`src/rtl/agc_pkg.sv`:
```
package agc_pkg;

  typedef struct packed {
    logic       preamp;
    logic [2:0] ref_lvl;
    logic [3:0] attack;
    logic [3:0] decay;
    logic [3:0] ovl_wt;
  } agc_cfg_t;

  localparam int REF_MAX = 5;
  localparam int K_FRAC  = 4;
  localparam int K_ROOT2 = 181;
  localparam int K_UNIT  = 128;

  // step gain for a half-octave code: base (1 or sqrt2) times 2^(code/2)
  function automatic logic [15:0] half_oct_k(input logic [3:0] code);
    logic [15:0] base;
    base = code[0] ? 16'(K_ROOT2) : 16'(K_UNIT);
    return (base << code[3:1]) >> K_FRAC;
  endfunction

endpackage

```
`src/rtl/agc_cfg_regs.sv`:
```
module agc_cfg_regs
  import agc_pkg::*;
(
  input  logic       clk,
  input  logic       rst,
  input  logic       wr_en,
  input  logic       wr_hi,
  input  logic [7:0] wr_data,
  output agc_cfg_t   cfg
);

  logic [7:0] lo_stage;

  always_ff @(posedge clk) begin
    if (rst) begin
      lo_stage <= '0;
      cfg      <= '0;
    end else if (wr_en) begin
      if (wr_hi) cfg <= agc_cfg_t'({wr_data, lo_stage});
      else       lo_stage <= wr_data;
    end
  end

  assert_word_held_R1: assert property (@(posedge clk) disable iff (rst)
    !(wr_en && wr_hi) |=> $stable(cfg));

endmodule

```
`src/rtl/agc_mag_log.sv`:
```
module agc_mag_log #(
  parameter int SMP_W = 12,
  parameter int EW    = SMP_W + 1,
  parameter int LG_W  = $clog2(2 * EW)
) (
  input  logic signed [SMP_W-1:0] smp_i,
  input  logic signed [SMP_W-1:0] smp_q,
  output logic        [LG_W-1:0]  lg
);

  logic signed [SMP_W-1:0] chan [2];
  logic        [EW-1:0]    mag  [2];
  logic        [EW-1:0]    est;
  logic        [LG_W-1:0]  pos;
  logic                    frac;

  assign chan[0] = smp_i;
  assign chan[1] = smp_q;

  for (genvar ch = 0; ch < 2; ch++) begin : g_abs
    logic signed [EW-1:0] ext;
    assign ext     = EW'(chan[ch]);
    assign mag[ch] = ext[EW-1] ? EW'(-ext) : EW'(ext);
  end

  assign est = mag[0] + mag[1];

  always_comb begin
    pos  = '0;
    frac = 1'b0;
    for (int b = 1; b < EW; b++) begin
      if (est[b]) begin
        pos  = LG_W'(b);
        frac = est[b-1];
      end
    end
    lg = (pos << 1) + LG_W'(frac);
  end

endmodule

```
`src/rtl/agc_step_calc.sv`:
```
module agc_step_calc
  import agc_pkg::*;
#(
  parameter int EW    = 13,
  parameter int LG_W  = 5,
  parameter int INT_W = 16,
  parameter int EMAX  = 15,
  parameter int DW    = INT_W + 2
) (
  input  logic [2:0]          ref_lvl,
  input  logic [3:0]          attack,
  input  logic [3:0]          decay,
  input  logic [3:0]          ovl_wt,
  input  logic                ovl,
  input  logic [LG_W-1:0]     lg,
  output logic [LG_W-1:0]     target,
  output logic signed [DW-1:0] delta
);

  localparam int CLIP_LG = 2 * (EW - 1);
  localparam int EMAX_W  = $clog2(EMAX + 1);
  localparam int PW      = 16 + EMAX_W;

  logic [2:0]          ref_eff;
  logic signed [LG_W:0] err;
  logic [LG_W:0]       abs_err;
  logic [EMAX_W-1:0]   emag;
  logic [3:0]          dcode;
  logic [PW-1:0]       prod_att, prod_dec;

  always_comb begin
    ref_eff  = (ref_lvl > 3'(REF_MAX)) ? 3'(REF_MAX) : ref_lvl;
    target   = LG_W'(CLIP_LG) - LG_W'(ref_eff);
    err      = $signed({1'b0, target}) - $signed({1'b0, lg});
    abs_err  = err[LG_W] ? unsigned'(-err) : unsigned'(err);
    emag     = (abs_err > (LG_W+1)'(EMAX)) ? EMAX_W'(EMAX) : abs_err[EMAX_W-1:0];
    dcode    = (attack >= decay) ? (attack - decay) : 4'd0;
    prod_att = PW'(half_oct_k(attack)) * PW'(emag);
    prod_dec = PW'(half_oct_k(dcode)) * PW'(emag);
    if (ovl)
      delta = -$signed(DW'(1) << ovl_wt);
    else if (err < 0)
      delta = -$signed(DW'(prod_att));
    else if (err > 0)
      delta = $signed(DW'(prod_dec));
    else
      delta = '0;
  end

endmodule

```
`src/rtl/agc_gain_integ.sv`:
```
module agc_gain_integ #(
  parameter int INT_W = 16,
  parameter int DAC_W = 8,
  parameter int DW    = INT_W + 2
) (
  input  logic                 clk,
  input  logic                 rst,
  input  logic                 tick,
  input  logic                 auto_on,
  input  logic [DAC_W-1:0]     man_gain,
  input  logic signed [DW-1:0] delta,
  output logic [INT_W-1:0]     integ,
  output logic [DAC_W-1:0]     gain_nx
);

  localparam logic signed [DW-1:0] TOP = $signed({2'b00, {INT_W{1'b1}}});

  logic signed [DW-1:0] sum;
  logic [INT_W-1:0]     sat;
  logic [INT_W-1:0]     nxt;

  always_comb begin
    sum = $signed({2'b00, integ}) + delta;
    if (sum < 0)        sat = '0;
    else if (sum > TOP) sat = '1;
    else                sat = sum[INT_W-1:0];
    if (!auto_on)       nxt = {man_gain, {(INT_W-DAC_W){1'b0}}};
    else if (tick)      nxt = sat;
    else                nxt = integ;
  end

  assign gain_nx = nxt[INT_W-1 -: DAC_W];

  always_ff @(posedge clk) begin
    if (rst) integ <= '0;
    else     integ <= nxt;
  end

  assert_manual_follow_R2: assert property (@(posedge clk) disable iff (rst)
    !auto_on |=> integ == {$past(man_gain), {(INT_W-DAC_W){1'b0}}});

  assert_hold_between_R12: assert property (@(posedge clk) disable iff (rst)
    (auto_on && !tick) |=> $stable(integ));

endmodule

```
`src/rtl/agc_ovl_report.sv`:
```
module agc_ovl_report #(
  parameter int OUT_UPD = 4,
  parameter int DAC_W   = 8,
  parameter int CNT_W   = $clog2(OUT_UPD + 1)
) (
  input  logic             clk,
  input  logic             rst,
  input  logic             tick,
  input  logic             ovl,
  input  logic [DAC_W-1:0] gain_nx,
  output logic             rpt_valid,
  output logic [CNT_W-1:0] rpt_ovl,
  output logic [DAC_W-1:0] rpt_gain
);

  localparam int IW = (OUT_UPD > 1) ? $clog2(OUT_UPD) : 1;

  logic [IW-1:0]    idx;
  logic [CNT_W-1:0] acc;

  always_ff @(posedge clk) begin
    if (rst) begin
      idx       <= '0;
      acc       <= '0;
      rpt_valid <= 1'b0;
      rpt_ovl   <= '0;
      rpt_gain  <= '0;
    end else begin
      rpt_valid <= 1'b0;
      if (tick) begin
        if (idx == IW'(OUT_UPD - 1)) begin
          idx       <= '0;
          acc       <= '0;
          rpt_valid <= 1'b1;
          rpt_ovl   <= acc + CNT_W'(ovl);
          rpt_gain  <= gain_nx;
        end else begin
          idx <= idx + 1'b1;
          acc <= acc + CNT_W'(ovl);
        end
      end
    end
  end

endmodule

```
`src/rtl/agc_loop_ctrl.sv`:
```
module agc_loop_ctrl
  import agc_pkg::*;
#(
  parameter int SMP_W   = 12,
  parameter int DEC     = 20,
  parameter int INT_W   = 16,
  parameter int DAC_W   = 8,
  parameter int OUT_UPD = 4,
  parameter int EMAX    = 15
) (
  input  logic                          clk,
  input  logic                          rst,
  input  logic                          wr_en,
  input  logic                          wr_hi,
  input  logic [7:0]                    wr_data,
  input  logic signed [SMP_W-1:0]       smp_i,
  input  logic signed [SMP_W-1:0]       smp_q,
  input  logic                          ovl_in,
  output logic [DAC_W-1:0]              dac_code,
  output logic                          preamp_att,
  output logic                          upd_strobe,
  output logic                          rpt_valid,
  output logic [$clog2(OUT_UPD+1)-1:0]  rpt_ovl,
  output logic [DAC_W-1:0]              rpt_gain
);

  localparam int EW    = SMP_W + 1;
  localparam int LG_W  = $clog2(2 * EW);
  localparam int DW    = INT_W + 2;
  localparam int TW    = $clog2(DEC);
  localparam int CNT_W = $clog2(OUT_UPD + 1);

  agc_cfg_t             cfg;
  logic [TW-1:0]        cnt;
  logic                 tick;
  logic                 auto_on;
  logic [LG_W-1:0]      lg;
  logic [LG_W-1:0]      target;
  logic signed [DW-1:0] delta;
  logic [INT_W-1:0]     integ;
  logic [DAC_W-1:0]     gain_nx;

  agc_cfg_regs u_cfg (
    .clk(clk), .rst(rst), .wr_en(wr_en), .wr_hi(wr_hi),
    .wr_data(wr_data), .cfg(cfg)
  );

  always_ff @(posedge clk) begin
    if (rst) begin
      cnt        <= '0;
      upd_strobe <= 1'b0;
    end else begin
      cnt        <= tick ? '0 : cnt + 1'b1;
      upd_strobe <= tick;
    end
  end

  assign tick    = (cnt == TW'(DEC - 1));
  assign auto_on = (cfg.ref_lvl != 3'd0);

  agc_mag_log #(.SMP_W(SMP_W), .EW(EW), .LG_W(LG_W)) u_mag (
    .smp_i(smp_i), .smp_q(smp_q), .lg(lg)
  );

  agc_step_calc #(.EW(EW), .LG_W(LG_W), .INT_W(INT_W), .EMAX(EMAX), .DW(DW)) u_step (
    .ref_lvl(cfg.ref_lvl), .attack(cfg.attack), .decay(cfg.decay),
    .ovl_wt(cfg.ovl_wt), .ovl(ovl_in), .lg(lg), .target(target), .delta(delta)
  );

  agc_gain_integ #(.INT_W(INT_W), .DAC_W(DAC_W), .DW(DW)) u_integ (
    .clk(clk), .rst(rst), .tick(tick), .auto_on(auto_on),
    .man_gain(DAC_W'({cfg.decay, cfg.ovl_wt})), .delta(delta),
    .integ(integ), .gain_nx(gain_nx)
  );

  agc_ovl_report #(.OUT_UPD(OUT_UPD), .DAC_W(DAC_W), .CNT_W(CNT_W)) u_rpt (
    .clk(clk), .rst(rst), .tick(tick), .ovl(ovl_in), .gain_nx(gain_nx),
    .rpt_valid(rpt_valid), .rpt_ovl(rpt_ovl), .rpt_gain(rpt_gain)
  );

  assign dac_code   = integ[INT_W-1 -: DAC_W];
  assign preamp_att = cfg.preamp;

  assert_strobe_single_R3: assert property (@(posedge clk) disable iff (rst)
    upd_strobe |=> !upd_strobe);

  assert_report_on_strobe_R10: assert property (@(posedge clk) disable iff (rst)
    rpt_valid |-> upd_strobe);

  assert_overload_lowers_R8: assert property (@(posedge clk) disable iff (rst)
    (tick && auto_on && ovl_in && integ != '0) |=> integ < $past(integ));

  assert_strong_no_rise_R6: assert property (@(posedge clk) disable iff (rst)
    (tick && auto_on && !ovl_in && lg > target) |=> integ <= $past(integ));

  assert_weak_no_fall_R7: assert property (@(posedge clk) disable iff (rst)
    (tick && auto_on && !ovl_in && lg < target) |=> integ >= $past(integ));

endmodule

```
`config.mk`:
```
export PLATFORM = sky130hd
export DESIGN_NAME = agc_loop_ctrl
export DESIGN_NICKNAME = d
export VERILOG_FILES = /design/src/rtl/agc_pkg.sv /design/src/rtl/agc_cfg_regs.sv /design/src/rtl/agc_mag_log.sv /design/src/rtl/agc_step_calc.sv /design/src/rtl/agc_gain_integ.sv /design/src/rtl/agc_ovl_report.sv /design/src/rtl/agc_loop_ctrl.sv
export SDC_FILE = /design/constraint.sdc
export NUM_CORES = 1
export LEC_CHECK = 0
export ABC_CLOCK_PERIOD_IN_PS = 14650
export BUFFER_PORTS_ARGS = -buffer_cell sky130_fd_sc_hd__buf_4
export CORE_AREA = 2 2 125 127
export CTS_CLUSTER_DIAMETER = 80
export DETAILED_ROUTE_END_ITERATION = 10
export DIE_AREA = 0 0 127 129
export GPL_TIMING_DRIVEN = 0
export PLACE_DENSITY = 0.88
export SYNTH_ARGS = -nofsm -noshare
export SYNTH_HDL_FRONTEND = slang
export SYNTH_SLANG_ARGS = --single-unit
export TNS_END_PERCENT = 30
```
`constraint.sdc`:
```
create_clock -name clk -period 14.65 [get_ports clk]
set_input_delay 0 -clock clk [delete_from_list [all_inputs] [get_ports clk]]
set_output_delay 0 -clock clk [all_outputs]
set_load 0.005 [all_outputs]
```
==> impl_metrics.py, run 1 <==
metrics = {
    "global_routing": {
        "grt_pass1_wl_um": 38800,
        "grt_pass1_vias": 8458,
        "grt_max_degree": 13,
        "overflow": 0,
        "antenna_found_initial": 0,
        "track_usage_pct": 28.6,
    },
    "timing": {
        "tightest_slew_ns": 1.24,
        "maxSlewViolCount": 0,
        "hold_violations": 0,
        "max_clock_freq_mhz": 73.3,
        "slew_headroom_pct": 16.7,
        "rsz0062_at_grt": "no",
        "finalSetupTns_ns": 0,
        "fin_crit_sh_pct": 93.1,
        "min_period_ns": 13.64,
        "skew_ns": 0.00837,
        "setup_viol": 0,
    },
    "route": {
        "ant_nets": 0,
        "dr.pass1.iters": 7,
        "num_vias": 9087,
        "first_iter_violations": 952,
        "drt-wirelength-per-cell_um": 16.2,
        "drt-total-wl_um": 24100,
        "avgViaCountPerCell": 6.13,
        "post-route-drc-count": 0,
    },
    "final_layout": {
        "seqCellArea_um2": 1260,
        "area.growth.synth_to_final_pct": 12.2,
        "antennaDiodeCount": 0,
        "fillers": 1294,
        "final_util_pct": 66.0,
        "fin_nets": 1452,
        "fin_area_um2": 9890,
        "layout-drive-gt1-share_pct": 8.26,
        "multi_input_area_um2": 6970,
        "instances_no_fill": 1483,
    },
    "min_path": {
        "min_to": "u_rpt.rpt_gain[6]",
        "hp-start": "rst",
        "hold_path_class": "in -> reg",
        "hold_depth": 3,
    },
    "placement": {
        "placed_cells": 1459,
        "dpl.hpwl_um": 18800,
        "numPortBuffers": 57,
        "gp_routability_congestion": 0.955,
        "post_dp_cell_area_um2": 9480,
    },
    "synth": {
        "synth_cells": 1214,
        "synthFlopType": "dfxtp_1",
        "synth-edff-count": 0,
        "yosys.area.top_type": "dfxtp_1",
        "synth_compound_area_share_pct": 24.1,
        "ys_seq_area_share_pct": 14.3,
        "synth.most_common_cell": "nand2_1",
        "synth-seq-cells": 63,
        "synth_top_area_share_pct": 14.3,
        "async_reset_ff_share_pct": 0,
        "synthXorXnorAreaFrac_pct": 7.55,
        "synth_simple_gate_area_share_pct": 24.6,
        "synth_top_family_by_area": "simple AND/OR/NAND/NOR gates",
        "synth_fa_ha_area_share_pct": 21.1,
        "syn-cell-area_um2": 8820,
        "avgSynthCellArea_um2": 7.26,
        "synth_common_cells": "nand2_1, nor2_1, a21oi_1",
        "muxShareOfSynthArea_pct": 1.63,
        "ys_top_cells_by_area": "dfxtp_1, ha_1, fa_1",
        "synth.net_count": 1376,
        "synth.distinct_cells": 75,
        "synth_warnings": 0,
    },
    "clock_network": {
        "cts.sinks": 63,
        "clk_pin_slew_ns": 0.06,
        "htreeDepth": 3,
        "cts_buffers": 9,
        "root_buffer": "clkbuf_16",
        "cts_resized": 0,
        "worstSkewPairLatency_ns": 0.33,
        "cts_tree": "built",
        "cts.path.max_buffers": 2,
    },
    "worst_setup_path": {
        "rr_worst_depth": 36,
        "crit_fanout": 10,
        "r2r_setup_slack_ns": 2.70,
        "rr_endpoint": "u_integ.integ[9]",
        "critPathCaptureType": "register",
        "timing.rr.start": "u_cfg.cfg[14]",
        "required_ns": 14.83,
        "crit_path_top_delay_cell": "o41ai_1",
        "path_class": "in -> reg",
        "cp-start-kind": "input port",
        "cp.arrival_ns": 13.82,
        "cpPeakStageDelay_ns": 0.79,
    },
    "floorplan": {
        "dieHeight_um": 129,
        "fp-row-count": 45,
        "dieArea_um2": 16400,
        "io_pins": 59,
        "initial_core_util_pct": 58.9,
        "fp.dieW_um": 127,
        "core_area_um2": 15000,
    },
    "power_and_ir_drop": {
        "ir_drop_v": 0.0000910,
        "leakage_uw": 0.00438,
        "power.density_nw_per_um2": 145,
    },
    "run": {
        "drv_cap": 0,
    },
    "status": {
        "status": "complete, no violations",
    },
}
[cell families after synthesis]
| group | after synthesis |
|---|---|
| and+or+nand+nor | 462 |
| AOI/OAI and AO/OA | 330 |
| buffers and inverters | 144 |
| adders and majority gates | 125 |
| xor gates and xnor gates | 76 |
| DFF | 63 |
| muxes | 14 |
[flip-flops by register name, indices dropped and copies added (netlist names)]
register / flops
u_cfg.cfg: 16
u_integ.integ: 16
u_cfg.lo_stage: 8
u_rpt.rpt_gain: 8
cnt: 5
u_rpt.acc: 3
u_rpt.rpt_ovl: 3
u_rpt.idx: 2
u_rpt.rpt_valid: 1
upd_strobe: 1
[layout make-up]
cell class              instances  area share (%)
plain buffers                  53            2.47
well taps                     188            2.38
flip-flops and latches         63            12.7
clock buffers                  10            2.42
repair buffers                 65            5.14
clock inverters                 6           0.936
inverters                      91            3.45
multi-input cells            1007            70.5
[through the flow]
stage          setup slack (ns)  hold slack (ns)  power, µW
3_3_place_gp               1.33            0.245       1140
4_1_cts                    1.33          0.00695       1410
2_1_floorplan              3.65            0.136        921
6_report                   1.01           0.0183       1430
5_1_grt                   0.270           0.0309       1530
3_5_place_dp               1.04            0.249       1170
[what timing repair did]
| action | CTS | global route |
|---|---|---|
| buffers inserted | 0 | 0 |
| endpoints found under the hold margin | 16 | 0 |
| hold buffers | 8 | 0 |
[worst max path at each step]
stage,start,to,slack (ns),cells after the start
global placement,smp_i[2],u_integ.integ[8],1.33,51
global route,smp_i[2],u_integ.integ[11],0.27,51
detailed placement,smp_i[2],u_integ.integ[9],1.04,51
finish,smp_i[2],u_integ.integ[9],1.01,51
CTS,smp_i[2],u_integ.integ[9],1.33,51
floorplan,smp_i[2],u_integ.integ[10],3.65,49
[routing by layer]
metal / track usage [%] / wire length, µm
met3: 3.83 / 1840
met4: 8.86 / 562
met1: 36.7 / 10300
met5: 0 / 0
met2: 50.3 / 11300
[power breakdown]
group	total [µW]	switching (µW)	internal [µW]
Clock	238	84.0	154
Sequential	179	3.99	175
Combinational	1020	651	365
Total	1430	739	694
[critical path, delay by kind of cell]
kind | cells | cell delay [ns]
compound gates | 18 | 4.93
simple gates | 15 | 3.46
buf+inv | 7 | 1.85
fa+ha+maj | 7 | 2.60
xor+xnor | 4 | 0.94
[cell usage in the layout, fill, tap and decap left out, drive strengths merged, types with 6 or more instances in the layout]
| cell type | count |
|---|---|
| o21bai | 8 |
| or4 | 8 |
| mux2i | 11 |
| a21o | 17 |
| o41ai | 6 |
| inv | 92 |
| nand2b | 27 |
| a221oi | 9 |
| a31oi | 11 |
| nand3 | 25 |
| nor4 | 7 |
| nor2b | 13 |
| ha | 85 |
| nor2 | 136 |
| a21boi | 7 |
| and3 | 13 |
| or2 | 10 |
| o21ai | 74 |
| or3 | 14 |
| o211ai | 9 |
| nor3 | 25 |
| a22oi | 18 |
| nand3b | 7 |
| clkbuf | 49 |
| o22ai | 7 |
| fa | 40 |
| nand2 | 150 |
| xor2 | 19 |
| a21oi | 93 |
| buf | 71 |
| dfxtp | 63 |
| o21a | 11 |
| xnor2 | 57 |
| a211oi | 13 |
| o31ai | 10 |
| dlygate4sd3 | 8 |
| and2 | 11 |
Power figures use the tool's default switching activity.
==> inputs of run 2 (changes only) <==
--- a/config.mk
+++ b/config.mk
@@ -7,12 +7,14 @@
 export LEC_CHECK = 0
 export ABC_CLOCK_PERIOD_IN_PS = 14650
 export BUFFER_PORTS_ARGS = -buffer_cell sky130_fd_sc_hd__buf_4
-export CORE_AREA = 2 2 125 127
+export CELL_PAD_IN_SITES_DETAIL_PLACEMENT = 0
+export CELL_PAD_IN_SITES_GLOBAL_PLACEMENT = 1
+export CORE_AREA = 2 2 142 144
 export CTS_CLUSTER_DIAMETER = 80
 export DETAILED_ROUTE_END_ITERATION = 10
-export DIE_AREA = 0 0 127 129
+export DIE_AREA = 0 0 144 146
 export GPL_TIMING_DRIVEN = 0
-export PLACE_DENSITY = 0.88
+export PLACE_DENSITY = 0.91
 export SYNTH_ARGS = -nofsm -noshare
 export SYNTH_HDL_FRONTEND = slang
 export SYNTH_SLANG_ARGS = --single-unit
==> run 2 against run 1 <==
- clock-buffer cell count increased by 1
- sequential share of layout area down 0.12 points
- clock power fell by 5%
- setup slack gained 0.16 ns
- wire length decreased by 0.24%
- register-to-register slack better by 0.22 ns
- clock skew is 0.00060 ns lower
- maximum frequency grew 1.1%
- power fell by 0.18%
- design area up 0.94%
- largest cell class unchanged
- largest power group unchanged
==> impl_metrics.py, run 2 (synthesis results as in run 1) <==
metrics = {
    "status": {
        "status": "complete, no violations",
    },
    "global_routing": {
        "track_usage_pct": 23.0,
        "grt_pass1_wl_um": 39600,
        "grt_pass1_vias": 8315,
        "overflow": 0,
        "antenna_found_initial": 0,
        "grt_max_degree": 11,
    },
    "clock_network": {
        "cts.sinks": 63,
        "holdBufCountCts": 9,
        "htreeDepth": 3,
        "cts_tree": "built",
        "cts.path.max_buffers": 2,
        "post_cts_buffers": 0,
        "root_buffer": "clkbuf_16",
        "cts_resized": 0,
        "cts_buffers": 9,
        "clk_pin_slew_ns": 0.05,
        "worstSkewPairLatency_ns": 0.33,
    },
    "final_layout": {
        "antennaDiodeCount": 0,
        "fin_nets": 1453,
        "final_common_cell": "nand2_1",
        "fin_area_um2": 9980,
        "layout_common_cells": "nand2_1, nor2_1, a21oi_1",
        "area.growth.synth_to_final_pct": 13.2,
        "largest_registers": "u_cfg.cfg: 16 flops, u_integ.integ: 16 flops",
        "layout-drive-gt1-share_pct": 8.19,
    },
    "floorplan": {
        "initial_core_util_pct": 45.6,
        "fp-row-count": 51,
        "dieHeight_um": 146,
        "core_area_um2": 19300,
        "dieArea_um2": 21000,
        "fp.dieW_um": 144,
        "io_pins": 59,
    },
    "placement": {
        "post_dp_cell_area_um2": 9580,
        "dp_slack_ns": 1.22,
        "dpl.hpwl_um": 19400,
        "numPortBuffers": 57,
        "gp_routability_congestion": 0.908,
    },
    "timing": {
        "maxSlewViolCount": 0,
        "skew_ns": 0.00777,
        "hold_violations": 0,
        "max_clock_freq_mhz": 74.2,
        "tightest_slew_ns": 1.18,
        "worst_slack_ns": 1.16,
        "min_period_ns": 13.49,
        "rsz0062_at_grt": "no",
        "slew_headroom_pct": 20.2,
        "setup_viol": 0,
        "fin_crit_sh_pct": 92.0,
        "finalSetupTns_ns": 0,
    },
    "route": {
        "dr.pass1.iters": 5,
        "avgViaCountPerCell": 5.68,
        "drt-total-wl_um": 24000,
        "first_iter_violations": 552,
        "num_vias": 8853,
        "post-route-drc-count": 0,
        "drt-wirelength-per-cell_um": 15.4,
        "ant_nets": 0,
    },
    "worst_setup_path": {
        "timing.rr.start": "u_cfg.cfg[14]",
        "crit_path_top_delay_cell": "o41ai_1",
        "endpoint": "u_integ.integ[14]",
        "cp_common_cell": "ha_1",
        "cp-startpoint": "smp_i[2]",
        "cp.arrival_ns": 13.66,
        "critPathCaptureType": "register",
        "rr_endpoint": "u_integ.integ[14]",
        "rr_worst_depth": 36,
        "path_class": "in -> reg",
        "cp-start-kind": "input port",
        "cpPeakStageDelay_ns": 0.87,
        "r2r_setup_slack_ns": 2.92,
        "required_ns": 14.83,
        "crit_fanout": 10,
    },
    "min_path": {
        "hold_path_class": "in -> reg",
    },
    "power_and_ir_drop": {
        "ir_drop_v": 0.0000698,
        "power.density_nw_per_um2": 143,
        "leakage_uw": 0.00438,
    },
    "run": {
        "drv_cap": 0,
    },
}
[run 2: report_power, final]
part | internal, µW | leakage, µW | switching, µW | total, µW
clock network | 152 | 0.000155 | 73.5 | 225
registers | 175 | 0.000510 | 3.98 | 179
logic | 367 | 0.00372 | 660 | 1030
total | 693 | 0.00438 | 738 | 1430
[run 2: how the worst min path moves through the flow]
stage | to | from | slack, ns | depth (start not counted)
floorplan | u_cfg.cfg[15] | wr_data[7] | 0.14 | 2
global placement | u_cfg.lo_stage[7] | wr_data[7] | 0.24 | 3
detailed placement | u_cfg.lo_stage[5] | wr_data[5] | 0.25 | 3
CTS | u_rpt.rpt_ovl[0] | ovl_in | 0.13 | 4
global route | u_rpt.rpt_ovl[0] | ovl_in | 0.19 | 4
finish | u_rpt.rpt_ovl[0] | ovl_in | 0.12 | 4
[run 2: cell type report]
class / count / area, µm²
clock buffer: 11 / 243
buffer: 53 / 244
inverter: 91 / 342
multi-input combinational: 1007 / 6980
clock inverter: 4 / 70.1
tap: 265 / 332
fill: 1942 / 9350
timing repair buffer: 66 / 518
sequential: 63 / 1260
[run 2: routing by layer]
| metal | GRT usage [%] | wire (µm) | vias to the layer above |
|---|---|---|---|
| met1 | 31.8 | 11400 | 4129 |
| met5 | 0 | 0 | - |
| li1 | - | - | 4432 |
| met4 | 5.59 | 446 | 0 |
| met3 | 2.37 | 1290 | 31 |
| met2 | 38.3 | 10900 | 261 |
[run 2: worst max-delay path: cells and delay by family]
family / cells / cell delay [ns]
simple gates: 17 / 3.80
xor+xnor: 2 / 0.40
buf+inv: 7 / 1.82
fa+ha+maj: 8 / 3.02
compound gates: 17 / 4.61
[run 2: stage by stage]
step | total power (µW) | std cells | hold WS [ns] | utilization [%]
3_5_place_dp | 1190 | 1536 | 0.247 | 49.5
6_report | 1430 | 1560 | 0.122 | 51.6
2_1_floorplan | 921 | 1214 | 0.136 | -
5_1_grt | 1550 | 1560 | 0.188 | 51.6
3_3_place_gp | 1170 | 1536 | 0.243 | 49.5
4_1_cts | 1420 | 1560 | 0.133 | 51.6
